## config.mk

```make
export PLATFORM = sky130hd
export DESIGN_NAME = alu_enc
export DESIGN_NICKNAME = d
export VERILOG_FILES = /design/src/rtl/alu_pkg.sv /design/src/rtl/alu_decode.sv /design/src/rtl/alu_addsub.sv /design/src/rtl/alu_logic.sv /design/src/rtl/alu_enc.sv
export SDC_FILE = /design/constraint.sdc
export NUM_CORES = 1
export LEC_CHECK = 0
export BUFFER_PORTS_ARGS = -buffer_cell sky130_fd_sc_hd__buf_2
export CAP_MARGIN = 25
export CORE_MARGIN = 2
export CORE_UTILIZATION = 54
export DETAILED_ROUTE_END_ITERATION = 12
export PLACE_DENSITY_LB_ADDON = 0.1
export SYNTH_ARGS = -nofsm -noshare
export SYNTH_HDL_FRONTEND = slang
export SYNTH_SLANG_ARGS = --single-unit
```

## constraint.sdc

```tcl
create_clock -name vclk -period 3.3
set_input_delay 0.165 -clock vclk [all_inputs]
set_output_delay 0.165 -clock vclk [all_outputs]
set_load 0.02 [all_outputs]
```

## src/rtl/alu_pkg.sv

```systemverilog
package alu_pkg;
  localparam int unsigned OP_W    = 4;
  localparam int unsigned SUB_BIT = 2;

  typedef enum logic [OP_W-1:0] {
    OP_AND = 4'b0000,
    OP_OR  = 4'b0001,
    OP_ADD = 4'b0010,
    OP_SUB = 4'b0110,
    OP_SLT = 4'b0111
  } alu_op_e;

  typedef struct packed {
    logic and_sel;
    logic or_sel;
    logic sum_sel;
    logic slt_sel;
  } alu_sel_t;
endpackage

```

## src/rtl/alu_decode.sv

```systemverilog
module alu_decode
  import alu_pkg::*;
(
  input  logic [OP_W-1:0] op_i,
  output alu_sel_t        sel_o,
  output logic            sub_en_o
);
  // Adder inverts B whenever bit 2 is set; undefined codes select nothing.
  assign sub_en_o = op_i[SUB_BIT];

  always_comb begin
    sel_o = '0;
    unique case (op_i)
      OP_AND:  sel_o.and_sel = 1'b1;
      OP_OR:   sel_o.or_sel  = 1'b1;
      OP_ADD,
      OP_SUB:  sel_o.sum_sel = 1'b1;
      OP_SLT:  sel_o.slt_sel = 1'b1;
      default: sel_o = '0;
    endcase
  end
endmodule

```

## src/rtl/alu_addsub.sv

```systemverilog
module alu_addsub #(
  parameter int unsigned WIDTH = 32
) (
  input  logic [WIDTH-1:0] a_i,
  input  logic [WIDTH-1:0] b_i,
  input  logic             sub_en_i,
  output logic [WIDTH-1:0] sum_o,
  output logic             lt_o
);
  localparam int unsigned MSB = WIDTH - 1;

  logic [WIDTH-1:0] b_eff;
  logic             ovf;

  assign b_eff = sub_en_i ? ~b_i : b_i;
  assign sum_o = a_i + b_eff + {{(WIDTH-1){1'b0}}, sub_en_i};

  // Signed overflow: like-signed inputs, result sign differs.
  assign ovf  = ~(a_i[MSB] ^ b_eff[MSB]) & (sum_o[MSB] ^ a_i[MSB]);
  assign lt_o = sum_o[MSB] ^ ovf;
endmodule

```

## src/rtl/alu_logic.sv

```systemverilog
module alu_logic #(
  parameter int unsigned WIDTH = 32
) (
  input  logic [WIDTH-1:0] a_i,
  input  logic [WIDTH-1:0] b_i,
  output logic [WIDTH-1:0] and_o,
  output logic [WIDTH-1:0] or_o
);
  for (genvar i = 0; i < WIDTH; i++) begin : g_bit
    assign and_o[i] = a_i[i] & b_i[i];
    assign or_o[i]  = a_i[i] | b_i[i];
  end
endmodule

```

## src/rtl/alu_enc.sv

```systemverilog
module alu_enc
  import alu_pkg::*;
#(
  parameter int unsigned WIDTH = 32
) (
  input  logic [WIDTH-1:0] a_i,
  input  logic [WIDTH-1:0] b_i,
  input  logic [OP_W-1:0]  op_i,
  output logic [WIDTH-1:0] result_o
);
  alu_sel_t         sel;
  logic             sub_en;
  logic [WIDTH-1:0] sum, and_r, or_r, slt_r;
  logic             lt;

  alu_decode i_decode (
    .op_i     (op_i),
    .sel_o    (sel),
    .sub_en_o (sub_en)
  );

  alu_addsub #(.WIDTH(WIDTH)) i_addsub (
    .a_i      (a_i),
    .b_i      (b_i),
    .sub_en_i (sub_en),
    .sum_o    (sum),
    .lt_o     (lt)
  );

  alu_logic #(.WIDTH(WIDTH)) i_logic (
    .a_i   (a_i),
    .b_i   (b_i),
    .and_o (and_r),
    .or_o  (or_r)
  );

  assign slt_r = {{(WIDTH-1){1'b0}}, lt};

  // One-hot AND-OR mux; an empty select yields zero.
  assign result_o = ({WIDTH{sel.and_sel}} & and_r)
                  | ({WIDTH{sel.or_sel}}  & or_r)
                  | ({WIDTH{sel.sum_sel}} & sum)
                  | ({WIDTH{sel.slt_sel}} & slt_r);
endmodule

```

### Word level (Yosys, flattened, before mapping)

Cells that the tools add are included.

* shift operators: 0
* bitwise gates (word level): 77
* div/mod/pow operators: 0
* multiply operators: 0
* eq/ne operators: 4
* add/subtract/negate cells: 2
* mux-type cells: 5
* reduce and logical (&&, ||, !) cells: 2
* $lt $le $gt $ge: 0

Operators with widths (number)
* $and 32x32->32: 3
* $or 32x32->32: 3
* $and 1x1->1: 33
* $add 32x1->32: 1
* $add 32x32->32: 1
* $and 32x1->32: 1
* $mux 32: 1
* $not 32->32: 1
* $or 1x1->1: 32
* $eq 4x3->1 const B: 2
* $eq 4x1->1 const B: 1
* $eq 4x2->1 const B: 1
* $logic_not 4->1: 1
* $mux 1: 4
* $xor 1x1->1: 3
* $reduce_or 2->1: 1
* $not 1->1: 1

* output and inout port bits: 32
* bits in registers: 0
* memories kept: 0
* RAM bits: 0
* latch bits: 0
* bits in read-only memories: 0
* input bits: 68
* logic and storage cells: 90

### Depth between registers and ports, before layout

Gate-level depths: netlist of run 1.

* depth after elaboration: 9
* mapped depth: 12
* depth with buffers taken out: 10

### By module

From an unflattened synthesis of run 1, not the netlist that was laid out.

* cells, all modules: 419
* area, all modules: 2994.1 um2

Modules (own cells, without submodules)
* alu_addsub: area each 1991.9 um2, seq. area each 0.0 um2, times used 1, cells each 276
* alu_enc: area each 509.2 um2, seq. area each 0.0 um2, times used 1, cells each 74
* alu_logic: area each 440.4 um2, seq. area each 0.0 um2, times used 1, cells each 64
* alu_decode: area each 52.6 um2, seq. area each 0.0 um2, times used 1, cells each 5

### Least setup slack after synthesis of run 1

Ideal clock, no wire load.

* path kind: input to output
* from: input port op_i[2]
* to: output port result_o[30]
* setup slack: 0.257 ns
* stages on the path: 11
* buffers on the path: 3
* data required time: 3.135 ns
* arrival time: 2.878 ns
* path through: buf_2 buf_1 xor2_1 ha_1 clkbuf_1 nand3_1 nor3_1 nor3b_2 o21ai_1 o21a_1 o311ai_1

* word-level cells in the longest chain between the ends: 6
* elaborated cells between the ends (all ways): 20
* those cells by class: add/sub (2); eq/ne (4); mux (5); bitwise (7); reduce/logical (2)

Ends and longest elaborated chain
* start: declaration: RTL line alu_enc.sv:8 `input logic [OP_W-1:0] op_i,`
* $mux 32, or another cell as far along: RTL line alu_addsub.sv:15 `assign b_eff = sub_en_i ? ~b_i : b_i;`
* $add 32x32->32, or another cell as far along: RTL line alu_addsub.sv:16 `assign sum_o = a_i + b_eff + {{(WIDTH-1){1'b0}}, sub_en_i};`
* $add 32x1->32, or another cell as far along: RTL line alu_addsub.sv:16
* $and 32x32->32 / $or 32x32->32 (equally long branches): RTL line alu_enc.sv:42, alu_enc.sv:41
* $or 32x32->32: RTL line alu_enc.sv:42 `| ({WIDTH{sel.sum_sel}} & sum)`
* $or 32x32->32 *: RTL line alu_enc.sv:43 `| ({WIDTH{sel.slt_sel}} & slt_r);`
* end: declaration: RTL line alu_enc.sv:9 `output logic [WIDTH-1:0] result_o`

Mark *: on every way between the ends. The rest lies on a longest branch, timed or not.

### Final worst setup path of run 1

Ends and elaborated chain as after synthesis.

==> impl_metrics.csv, run 1 <==
group,metric,value,unit
power_and_ir_drop,seqPwrFrac,0,
final_layout,final_core_util,0.654,
detailed_routing,drtIter0Drc,255,
detailed_routing,wirelength,9060,um
clocking,cts_resized,0,
power_and_ir_drop,pwr-share-clk,0,
final_layout,layout.cells.non_filler,599,
logic_synthesis,synthXorXnorAreaFrac,0.165,
floorplan,start_util,0.551,
hold_path,min_path_cells,3,
grt,grt_max_degree,37,
floorplan,die_h,78.3,um
outcome,status,"finished clean",
logic_synthesis,synth_top_family_by_area,"compound AO/OA/AOI/OAI gates",
logic_synthesis,syn_nets,553,
worst_setup_path,crit_fanout,4,
clocking,hold_buffers,0,
grt,overflow,0,
grt,gr-usage-met3,0.00805,
sta,fin_setup_tns,0,ps
place,placed_area,3530,sq um
sta,max_freq,334,MHz
detailed_routing,vias,3635,
logic_synthesis,syn_inst,447,
place,dp_hpwl,7280,um
detailed_routing,wl_per_cell,15.1,um
floorplan,die_area,6130,sq um
power_and_ir_drop,comb_power_share,1.000,
logic_synthesis,seq_area_frac_synth,0,
grt,track_usage,0.279,
job,max-cap-violations,0,
sta,setup_viol,0,
final_layout,clkbuf_count,0,
power_and_ir_drop,swShare,0.606,
grt,grt_pass1_vias,3205,
grt,grt_antenna_before_repair,0,
final_layout,diodes,0,
logic_synthesis,synthSimpleGateAreaFrac,0.209,
worst_setup_path,required,3130,ps
final_layout,regArea,0,sq um
place,routabilityCongestion,0.988,
grt,grt_first_pass_wirelength,14500,um
hold_path,min_to,"result_o[0]",
power_and_ir_drop,powerDensity,237,nW/um^2
worst_setup_path,arrival,2830,ps
detailed_routing,vias_per_cell,6.07,
floorplan,dieWidth,78.3,um
place,port_buffers,100,
final_layout,n_sequential_cell,0,
hold_path,hold_path_class,"primary input to primary output",
worst_setup_path,worst-setup-path-type,"primary input to primary output",
detailed_routing,post-route-drc-count,0,
power_and_ir_drop,p_switching,508,uW
sta,tightestPinTransition,728,ps
floorplan,rows,27,
sta,min_period,3000,ps
logic_synthesis,avgSynthCellArea,6.67,sq um
worst_setup_path,setup.worst_path.start_class,"primary input",
power_and_ir_drop,p_int,330,uW
grt,met1_usage,0.352,
logic_synthesis,yosysWarnings,0,
hold_path,hp-start,"op_i[3]",
final_layout,drive_above_1_share,0.214,
final_layout,stdcell_area,3530,sq um
sta,hold_violations,0,
detailed_routing,dr.pass1.iters,5,
sta,post-route-period-util,0.908,
grt,grt.busiest_layer,"met2",
logic_synthesis,yosysUniqueCellTypes,51,
worst_setup_path,end_kind,"primary output",
sta,final_max_slew_viol_count,0,
power_and_ir_drop,ir_worst_vdd,0.119,mV
logic_synthesis,synth_adder_area_share,0.249,
power_and_ir_drop,p_leak,0.00161,uW
clocking,post_cts_buffers,0,
sta,relSlewSlack,0.515,
detailed_routing,detail-route-antenna-nets,0,
final_layout,areaGrowthSynthToFinish,18.6,%
final_layout,layout.nets,635,
logic_synthesis,synth_mux_area_frac,0.0176,
logic_synthesis,netlist_area,2980,sq um
grt,grt_use_met2,0.531,
logic_synthesis,synth_compound_area_frac,0.306,
floorplan,ios,100,
sta,grt_setup_unrepaired,"false",
place,placed_cells,599,
final_layout,final_common_cell,"buf_2",
floorplan,core-area,5410,sq um
final_layout,layout_common_cells,"buf_2 (100), nand2_1 (53), a21oi_1 (43), xor2_1 (39), ha_1 (37)",
-- power groups by stage --
stage	combinational (uW)	sequential, uW	clock, uW
after floorplan	595	0	0
after global placement	811	0	0
after detailed placement	820	0	0
after CTS	826	0	0
after global routing	916	0	0
final	839	0	0
-- worst max-delay path, stage by stage --
cell and delay, ps:
buf_2 130, xor2_1 210, inv_1 80, fa_1 430, nand3b_1 220, a21oi_1 250
a21oi_1 200, nor3b_2 330, o21ai_1 180, o21a_1 210, o311ai_1 220, buf_2 210
-- worst max-delay path by stage --
stage,startpoint,end,slack [ps],cells past startpoint
after floorplan,op_i[2],result_o[30],260,11
after global placement,op_i[2],result_o[19],380,12
after detailed placement,op_i[2],result_o[30],310,12
after CTS,op_i[2],result_o[30],310,12
after global routing,op_i[2],result_o[30],80,12
final,op_i[2],result_o[30],300,12
-- final cells by class --
cell class / instances / area [sq um]
fillers: 518 / 1870
inverters: 12 / 45.0
well taps: 72 / 90.1
repair buffers: 108 / 573
multi-input cells: 407 / 2830
-- per-stage QoR --
stage               setup WS, ps  hold WS, ps  total power [uW]
floorplan                    257          488               595
global placement             379          686               811
detailed placement           307          690               820
CTS                          312          692               826
global route                80.0          710               916
finish                       302          691               839
-- cells in the mapped netlist, types with 4 or more instances --
master     n  area share
xnor2_1   17       0.050
nor2b_1    4      0.0084
buf_1      6      0.0076
a21oi_1   43       0.072
nand2_1   53       0.067
buf_2      7       0.012
inv_1     12       0.015
nand3_1   16       0.027
ha_1      37        0.16
o21bai_1   4       0.010
maj3_1    26       0.087
clkbuf_1  15       0.019
a31oi_1    8       0.017
o31ai_1    5       0.013
o21ai_0   32       0.054
nand4_1   11       0.023
nor2_1    29       0.037
a21o_1     5       0.013
nor3_1     9       0.015
xor2_1    39        0.11
o21ai_1   13       0.022
-- kinds of logic after synthesis --
family / after synthesis
adders and majority gates: 64
and+or+nand+nor: 136
buffers and inverters: 40
muxes: 4
AOI/OAI and AO/OA: 147
xor gates and xnor gates: 56
-- layer usage --
layer  routed length, um  share of wire  vias to the layer above
li1                    -              -                     1794
met1                3890           0.43                     1674
met2                4580           0.51                      155
met3                 501          0.055                       12
met4                  94          0.010                        0
met5                   0              0                        -
Power figures use the tool's default switching activity.
==> run 2, diff against run 1 <==
==> constraint.sdc (replaced) <==
create_clock -name vclk -period 3.3
set_input_delay 0.33 -clock vclk [all_inputs]
set_output_delay 0.33 -clock vclk [all_outputs]
set_load 0.02 [all_outputs]
==> run 2 against run 1 <==
Global-route usage up 1.1 points. Power grew 6.7%. Critical path depth stayed put.
==> impl_metrics.csv, run 2 (synthesis results as in run 1) <==
group,metric,value,unit
sta,whs,1040,ps
sta,max_freq,314,MHz
sta,setup_viol,0,
outcome,status,"finished clean",
hold_path,hold_path_class,"primary input to primary output",
grt,track_usage,0.290,
power_and_ir_drop,p_leak,0.00168,uW
sta,relSlewSlack,0.669,
detailed_routing,post-route-drc-count,0,
final_layout,layout.nets,647,
worst_setup_path,end_kind,"primary output",
floorplan,start_util,0.551,
sta,tightestPinTransition,494,ps
final_layout,layout_common_cells,"buf_2 (98), nand2_1 (53), xor2_1 (38), a21oi_1 (36), ha_1 (33)",
detailed_routing,dr.pass1.iters,5,
clocking,hold_buffers,0,
grt,overflow,0,
detailed_routing,drtIter0Drc,260,
final_layout,final_common_cell,"buf_2",
sta,min_period,3180,ps
worst_setup_path,required,2970,ps
power_and_ir_drop,ir_worst_vdd,0.117,mV
final_layout,diodes,0,
worst_setup_path,crit_path_frequent_cell,"xor2_1",
floorplan,die_h,78.3,um
detailed_routing,wirelength,9350,um
worst_setup_path,max_stage_delay,480,ps
detailed_routing,vias,3683,
final_layout,final_core_util,0.690,
final_layout,clkbuf_count,0,
worst_setup_path,cp_slowest_cell,"a2111o_1",
detailed_routing,detail-route-antenna-nets,0,
place,routabilityCongestion,0.994,
grt,grt_antenna_before_repair,0,
hold_path,min_path_cells,3,
power_and_ir_drop,powerDensity,240,nW/um^2
final_layout,n_sequential_cell,0,
worst_setup_path,crit_fanout,15,
floorplan,die_area,6130,sq um
worst_setup_path,worst-setup-path-type,"primary input to primary output",
worst_setup_path,arrival,2850,ps
final_layout,areaGrowthSynthToFinish,25.1,%
floorplan,dieWidth,78.3,um
place,placed_cells,608,
place,port_buffers,100,
sta,post-route-period-util,0.964,
job,max-cap-violations,0,
grt,grt_pass1_vias,3442,
worst_setup_path,path_cells,"clkbuf_4 -> buf_12 -> xor2_1 -> ha_1 -> a21oi_1 -> o21ai_0 -> a21o_1 -> a2111o_1 -> a21oi_4 -> xor2_1 -> o21ai_1 -> buf_2",
detailed_routing,wl_per_cell,15.3,um
final_layout,regArea,0,sq um
floorplan,rows,27,
floorplan,ios,100,
grt,grt_first_pass_wirelength,15200,um
sta,hold_violations,0,
floorplan,core-area,5410,sq um
worst_setup_path,setup.worst_path.start_class,"primary input",
final_layout,layout.cells.non_filler,611,
grt,grt_max_degree,33,
final_layout,drive_above_1_share,0.262,
sta,final_max_slew_viol_count,0,
place,dp_hpwl,7470,um
detailed_routing,vias_per_cell,6.03,
## run 2: worst max-delay path: cells and delay by family
family / cells / cell delay (ps)
compound gates: 6 / 1400
buf+inv: 3 / 520
fa+ha+maj: 1 / 320
xor+xnor: 2 / 250
## run 2: where the power goes
part	switching [uW]	internal [uW]	total, uW
Combinational	530	365	895
Clock	0	0	0
Sequential	0	0	0
Total	530	365	895
## run 2: area by class of cell
class | count | area [sq um]
well taps | 72 | 90.1
repair buffers | 120 | 698
inverters | 12 | 45.0
fillers | 485 | 1680
multi-input cells | 407 | 2900
## run 2: metal layers
metal,track usage,part of all wire
met5,0,0
met4,0.0456,0.011
met3,0.0138,0.045
met2,0.538,0.49
met1,0.374,0.45
## run 2: metrics by stage
| step | instance area [sq um] | setup TNS [ps] | total power [uW] | setup WS [ps] |
|---|---|---|---|---|
| detailed placement | 3620 | 0 | 847 | 16.5 |
| floorplan | 2990 | 0 | 596 | 72.0 |
| CTS | 3620 | 0 | 853 | 9.69 |
| global route | 3730 | -12.2 | 979 | -11.7 |
| global placement | 3620 | 0 | 838 | 63.3 |
| finish | 3730 | 0 | 895 | 120 |
## run 2: path summary, 6_finish.rpt
| check | slack [ps] | end | from |
|---|---|---|---|
| setup / recovery | 120 | result_o[27] | op_i[2] |
| hold / removal | 1040 | result_o[0] | op_i[3] |
## run 2: what timing repair did
action                                  CTS  global route
setup buffers                             0             2
endpoints found under the setup margin    0            11
gates resized for setup                   0            20
